### config.mk
export PLATFORM = sky130hd
export DESIGN_NAME = page_write_splitter
export DESIGN_NICKNAME = d
export VERILOG_FILES = /design/src/rtl/psplit_pkg.sv /design/src/rtl/psplit_datapath.sv /design/src/rtl/psplit_control.sv /design/src/rtl/page_write_splitter.sv
export SDC_FILE = /design/constraint.sdc
export NUM_CORES = 1
export LEC_CHECK = 0
export BUFFER_PORTS_ARGS = -buffer_cell sky130_fd_sc_hd__buf_2
export CORE_MARGIN = 8
export CORE_UTILIZATION = 45
export DETAILED_ROUTE_END_ITERATION = 7
export PLACE_DENSITY = 0.78
export SLEW_MARGIN = 20
export SYNTH_ARGS = -nofsm -noshare
export SYNTH_HDL_FRONTEND = slang
export SYNTH_SLANG_ARGS = --single-unit
export TNS_END_PERCENT = 1
### constraint.sdc
create_clock -name clk -period 4.9 [get_ports clk]
set_clock_uncertainty 0.15 [all_clocks]
set_input_delay 0.735 -clock clk [delete_from_list [all_inputs] [get_ports clk]]
set_output_delay 0.735 -clock clk [all_outputs]
set_load 0.03 [all_outputs]
### src/rtl/psplit_pkg.sv
package psplit_pkg;

  // Strobes from the control FSM to the datapath
  typedef struct packed {
    logic loadReq;   // capture a new request
    logic advance;   // current segment completed without error
    logic setErr;    // current segment failed
  } ctlStrobe_t;

  typedef enum logic [1:0] {
    ST_IDLE   = 2'd0,
    ST_ISSUE  = 2'd1,
    ST_WAIT   = 2'd2,
    ST_FINISH = 2'd3
  } splitState_t;

endpackage

### src/rtl/psplit_datapath.sv
module psplit_datapath
  import psplit_pkg::*;
#(
  parameter int ADDR_W         = 24,
  parameter int CNT_W          = 24,
  parameter int PAGE_BITS      = 8,
  parameter int PROGRESS_PAGES = 1024
) (
  input  logic                 clk,
  input  logic                 rstN,
  input  ctlStrobe_t           strobe,
  input  logic [ADDR_W-1:0]    reqAddr,
  input  logic [CNT_W-1:0]     reqCount,
  output logic                 countZero,
  output logic                 lastSeg,
  output logic [ADDR_W-1:0]    curAddr,
  output logic [CNT_W-1:0]     curOff,
  output logic [PAGE_BITS:0]   nextLen,
  output logic                 errFlag,
  output logic                 progressPulse
);

  localparam int PAGE_BYTES = 1 << PAGE_BITS;
  localparam int LEN_W      = PAGE_BITS + 1;
  localparam int PROG_W     = (PROGRESS_PAGES > 1) ? $clog2(PROGRESS_PAGES) : 1;

  logic [CNT_W-1:0]  remain;
  logic [LEN_W-1:0]  toBoundary;
  logic              fullPage;
  logic [PROG_W-1:0] pageCnt;

  // Distance from the current address to the next page boundary (1..PAGE_BYTES)
  assign toBoundary = LEN_W'(PAGE_BYTES) - {1'b0, curAddr[PAGE_BITS-1:0]};
  assign lastSeg    = (remain <= CNT_W'(toBoundary));
  assign nextLen    = lastSeg ? remain[LEN_W-1:0] : toBoundary;
  assign fullPage   = (nextLen == LEN_W'(PAGE_BYTES));
  assign countZero  = (reqCount == '0);

  always_ff @(posedge clk) begin
    if (!rstN) begin
      curAddr       <= '0;
      curOff        <= '0;
      remain        <= '0;
      pageCnt       <= '0;
      errFlag       <= 1'b0;
      progressPulse <= 1'b0;
    end else begin
      progressPulse <= 1'b0;
      if (strobe.loadReq) begin
        curAddr <= reqAddr;
        curOff  <= '0;
        remain  <= reqCount;
        pageCnt <= '0;
        errFlag <= 1'b0;
      end else if (strobe.advance) begin
        curAddr <= curAddr + ADDR_W'(nextLen);
        curOff  <= curOff + CNT_W'(nextLen);
        remain  <= remain - CNT_W'(nextLen);
        if (fullPage) begin
          if (pageCnt == PROG_W'(PROGRESS_PAGES - 1)) begin
            pageCnt       <= '0;
            progressPulse <= 1'b1;
          end else begin
            pageCnt <= pageCnt + 1'b1;
          end
        end
      end else if (strobe.setErr) begin
        errFlag <= 1'b1;
      end
    end
  end

endmodule

### src/rtl/psplit_control.sv
module psplit_control
  import psplit_pkg::*;
(
  input  logic       clk,
  input  logic       rstN,
  input  logic       reqValid,
  input  logic       countZero,
  input  logic       lastSeg,
  input  logic       segDone,
  input  logic       segErr,
  output ctlStrobe_t strobe,
  output logic       reqReady,
  output logic       segStart,
  output logic       doneValid
);

  splitState_t state, stateNext;

  always_comb begin
    stateNext = state;
    strobe    = '0;
    unique case (state)
      ST_IDLE: begin
        if (reqValid) begin
          strobe.loadReq = 1'b1;
          stateNext      = countZero ? ST_FINISH : ST_ISSUE;
        end
      end
      ST_ISSUE: stateNext = ST_WAIT;
      ST_WAIT: begin
        if (segDone) begin
          if (segErr) begin
            strobe.setErr = 1'b1;
            stateNext     = ST_FINISH;
          end else begin
            strobe.advance = 1'b1;
            stateNext      = lastSeg ? ST_FINISH : ST_ISSUE;
          end
        end
      end
      ST_FINISH: stateNext = ST_IDLE;
      default:   stateNext = ST_IDLE;
    endcase
  end

  always_ff @(posedge clk) begin
    if (!rstN) state <= ST_IDLE;
    else       state <= stateNext;
  end

  assign reqReady  = (state == ST_IDLE);
  assign segStart  = (state == ST_ISSUE);
  assign doneValid = (state == ST_FINISH);

endmodule

### src/rtl/page_write_splitter.sv
module page_write_splitter
  import psplit_pkg::*;
#(
  parameter int ADDR_W         = 24,
  parameter int CNT_W          = 24,
  parameter int PAGE_BITS      = 8,
  parameter int PROGRESS_PAGES = 1024
) (
  input  logic                clk,
  input  logic                rstN,
  input  logic                reqValid,
  output logic                reqReady,
  input  logic [ADDR_W-1:0]   reqAddr,
  input  logic [CNT_W-1:0]    reqCount,
  output logic                segStart,
  output logic [ADDR_W-1:0]   segAddr,
  output logic [PAGE_BITS:0]  segLen,
  output logic [CNT_W-1:0]    segOff,
  input  logic                segDone,
  input  logic                segErr,
  output logic                doneValid,
  output logic                doneErr,
  output logic                progressPulse
);

  ctlStrobe_t strobe;
  logic       countZero;
  logic       lastSeg;
  logic       errFlag;

  psplit_control u_ctl (
    .clk       (clk),
    .rstN      (rstN),
    .reqValid  (reqValid),
    .countZero (countZero),
    .lastSeg   (lastSeg),
    .segDone   (segDone),
    .segErr    (segErr),
    .strobe    (strobe),
    .reqReady  (reqReady),
    .segStart  (segStart),
    .doneValid (doneValid)
  );

  psplit_datapath #(
    .ADDR_W         (ADDR_W),
    .CNT_W          (CNT_W),
    .PAGE_BITS      (PAGE_BITS),
    .PROGRESS_PAGES (PROGRESS_PAGES)
  ) u_dp (
    .clk           (clk),
    .rstN          (rstN),
    .strobe        (strobe),
    .reqAddr       (reqAddr),
    .reqCount      (reqCount),
    .countZero     (countZero),
    .lastSeg       (lastSeg),
    .curAddr       (segAddr),
    .curOff        (segOff),
    .nextLen       (segLen),
    .errFlag       (errFlag),
    .progressPulse (progressPulse)
  );

  assign doneErr = doneValid & errFlag;

endmodule

==> results.json <==
{
  "status": "completed",
  "worstPathRequired_ns": 4.96,
  "grt_pass1_wl_um": 26300,
  "min_to": "u_dp.errFlag",
  "gp_congestion": 0.930,
  "vias": 5846,
  "drtPass1Iterations": 4,
  "cts.sinks": 86,
  "pwr-share-seq_pct": 33.4,
  "cts-root-buf": "clkbuf_16",
  "clk_latency_ns": 0.35,
  "path_class": "reg2reg",
  "fmax_ghz": 0.209,
  "antenna_found_initial": 0,
  "place_area_um2": 6480,
  "intPower_mw": 1.47,
  "detailed_place_hpwl_um": 12300,
  "synth_flop_cell": "dfxtp_1",
  "min_path_type": "reg2reg",
  "finalPower_mw": 2.32,
  "die-height_um": 127,
  "detail-route-antenna-nets": 0,
  "critical-path-slowest-cell": "or4_1",
  "critPathCaptureType": "register",
  "p_per_area_nw_per_um2": 333,
  "cts-buffers-inserted": 9,
  "leakagePower_nw": 2.98,
  "setup_viol": 0,
  "fill_cells": 1117,
  "stdcell_area_um2": 6980,
  "min_period_over_period_pct": 97.7,
  "drt_iter0_markers": 454,
  "std_cell_rows": 40,
  "avgSynthCellArea_um2": 7.83,
  "grt_max_degree": 45,
  "core-area_um2": 12100,
  "r2r_cells": 20,
  "fin_cells": 1016,
  "arrival_ns": 4.85,
  "synthesis.nets": 808,
  "vias_per_cell": 5.75,
  "synth.cell_area_um2": 5590,
  "clk_pin_slew_ns": 0.07,
  "synth_cell_types": 62,
  "io_buffers": 114,
  "worst_pin_slew_ns": 0.825,
  "yosysWarnings": 0,
  "crit_chain": "nor4_4 > nand3b_1 > xor2_2 > inv_1 > ha_1 > nand4_1 > o32a_1 > o21ai_2 > nand2_4 > mux2_2 > inv_1 > ha_1 > nor2b_1 > o21ai_1 > a21o_1 > a21oi_4 > o31a_1 > or4_1 > nand3_1 > a21oi_1",
  "switching_share_pct": 36.6,
  "hold_viol_final": 0,
  "slew_headroom_pct": 43.9,
  "synth_edf_count": 0,
  "cap_violations": 0,
  "cp_max_fo": 7,
  "cts_tree": "yes",
  "crit_buf_inv": 2,
  "timing.hold.worst_path_depth": 2,
  "startpoint_type": "register",
  "pwr-share-comb_pct": 35.8,
  "htree_levels": 3,
  "synth_async_sr_flop_share_pct": 0,
  "die_area_um2": 16200,
  "hold_buffers": 0,
  "r2r-end": "u_dp.remain[10]",
  "drt_wl_total_um": 16900,
  "ys_ff_latch": 86,
  "reg2reg_from": "u_dp.curAddr[5]",
  "hp-start": "u_dp.errFlag",
  "drv_slew": 0,
  "num_antenna_cells": 0,
  "grt_pass1_vias": 5214,
  "syn_inst": 714,
  "switchingPower_mw": 0.851,
  "yosysSeqAreaShare_pct": 30.8,
  "post-route-drc-count": 0,
  "die_w_um": 127,
  "dp_cells": 988,
  "grt_usage_pct": 19.9,
  "final_nets": 937,
  "vdd_drop_max_mv": 0.223,
  "syn2layout_area_growth_pct": 24.9,
  "slowest_delay_ns": 0.43,
  "drive_gt1_share_pct": 24.9,
  "r2r_slack_ns": 0.11,
  "start_util_pct": 46.3,
  "rsz0062_at_grt": "yes",
  "utilization_pct": 57.9,
  "io_pins": 115,
  "clock_path_buffers": 2,
  "critical_path.top_delay_family": "simple AND/OR/NAND/NOR gates",
  "power.share.clock_pct": 30.7,
  "layout_min_cycle_time_ns": 4.79,
  "globalRouteOverflowTotal": 0,
  "wl_per_cell_um": 16.7
}
area by class of cell:
class,count,area (um^2),share of cell area (%)
flip-flops and latches,86,1730,24.8
multi-input cells,564,3780,54.1
repair buffers,147,826,11.8
clock buffers,10,239,3.42
inverters,35,131,1.88
clock inverters,6,66.3,0.950
well taps,168,210,3.01
cells in the mapped netlist (5+ instances only):
master     n  area, um^2
o21ai_1    8        40.0
o211ai_1   5        37.5
a211oi_1   7        52.6
nand2b_1   6        37.5
nand2_1   62         233
or4_1      5        37.5
dfxtp_1   86        1720
nor2b_1    7        43.8
o21a_1     5        37.5
nand4_1    7        43.8
inv_1     34         128
nand3_1   38         190
a221oi_1   6        52.6
xnor2_1   15         131
a22oi_1   18         135
or3_1     16         100
clkbuf_1  27         101
a31oi_1    5        31.3
and3_1    13        81.3
mux2_2     9         101
o22ai_1    6        37.5
nor4_1    12        75.1
a21o_1    12        90.1
xor2_1    19         166
a21oi_1   86         430
o21ai_0   34         170
nor2_1    57         214
nor3_1    17        85.1
ha_1      38         475
worst max path at each step:
stage	from	end	slack, ns	cells past startpoint
floorplan	u_dp.curAddr[5]	u_dp.remain[21]	0.02	22
global placement	u_dp.curAddr[0]	u_dp.remain[16]	0.07	21
detailed placement	u_dp.curAddr[5]	u_dp.curAddr[23]	-0.05	20
CTS	u_dp.curAddr[5]	u_dp.remain[21]	-0.03	21
global route	u_dp.curAddr[5]	u_dp.remain[10]	-0.08	20
finish	u_dp.curAddr[5]	u_dp.remain[10]	0.11	20
sequential cells by signal, indices dropped and copies added, names as in the netlist:
name	flops
u_ctl.state	2
u_dp.curAddr	24
u_dp.curOff	24
u_dp.errFlag	1
u_dp.pageCnt	10
u_dp.progressPulse	1
u_dp.remain	24
kinds of logic after synthesis:
| logic type | after synthesis | synth area share (%) |
|---|---|---|
| AND/OR/NAND/NOR | 266 | 24.6 |
| adder cells (fa/ha/maj) | 41 | 9.58 |
| AO/OA/AOI/OAI | 210 | 22.7 |
| flip-flops | 86 | 30.8 |
| buffers and inverters | 65 | 4.57 |
| XOR/XNOR | 34 | 5.33 |
| multiplexers | 12 | 2.42 |
metrics by stage:
stage / worst slack [ns] / TNS, ns / hold slack [ns]
finish: 0.111 / 0 / 0.312
global route: -0.0757 / -0.339 / 0.344
CTS: -0.0294 / -0.0977 / 0.317
detailed placement: -0.0509 / -0.127 / 0.302
global placement: 0.0720 / 0 / 0.296
floorplan: 0.0220 / 0 / 0.279
repair_timing:
item | CTS | global route
resized for setup | 1 | 25
cloned | 0 | 2
pin swaps | 0 | 11
endpoints found under the setup margin | 11 | 42
setup buffers | 0 | 10
power groups by stage:
stage	logic, mW	registers [mW]	clock network (mW)
final	0.832	0.775	0.714
after global routing	0.907	0.779	0.754
after CTS	0.767	0.773	0.729
after detailed placement	0.760	0.789	0
after global placement	0.754	0.788	0
after floorplan	0.522	0.810	0
worst min-delay path, stage by stage (launching register included):
cell	delay [ns]
dfxtp_1	0.32
a31oi_1	0.04
nor2_1	0.07
layout by cell type, fill, tap and decap left out, types with 11 or more instances in the layout:
master / count
nor4_1: 11
nor3_1: 17
xor2_1: 16
dfxtp_1: 80
nor2_1: 56
ha_1: 36
a22oi_1: 18
buf_4: 31
nand2_1: 62
xnor2_1: 15
nand3_1: 37
inv_1: 33
o21ai_0: 30
or3_1: 16
buf_2: 114
and3_1: 13
a21oi_1: 83
a21o_1: 11
routing by layer:
layer	vias up	wire length (um)	global-route usage (%)
li1	2873	-	-
met1	2702	7520	26.5
met2	239	7390	29.6
met3	32	1670	6.41
met4	0	358	7.07
met5	-	0	0
(Power assumes the default switching activity.)
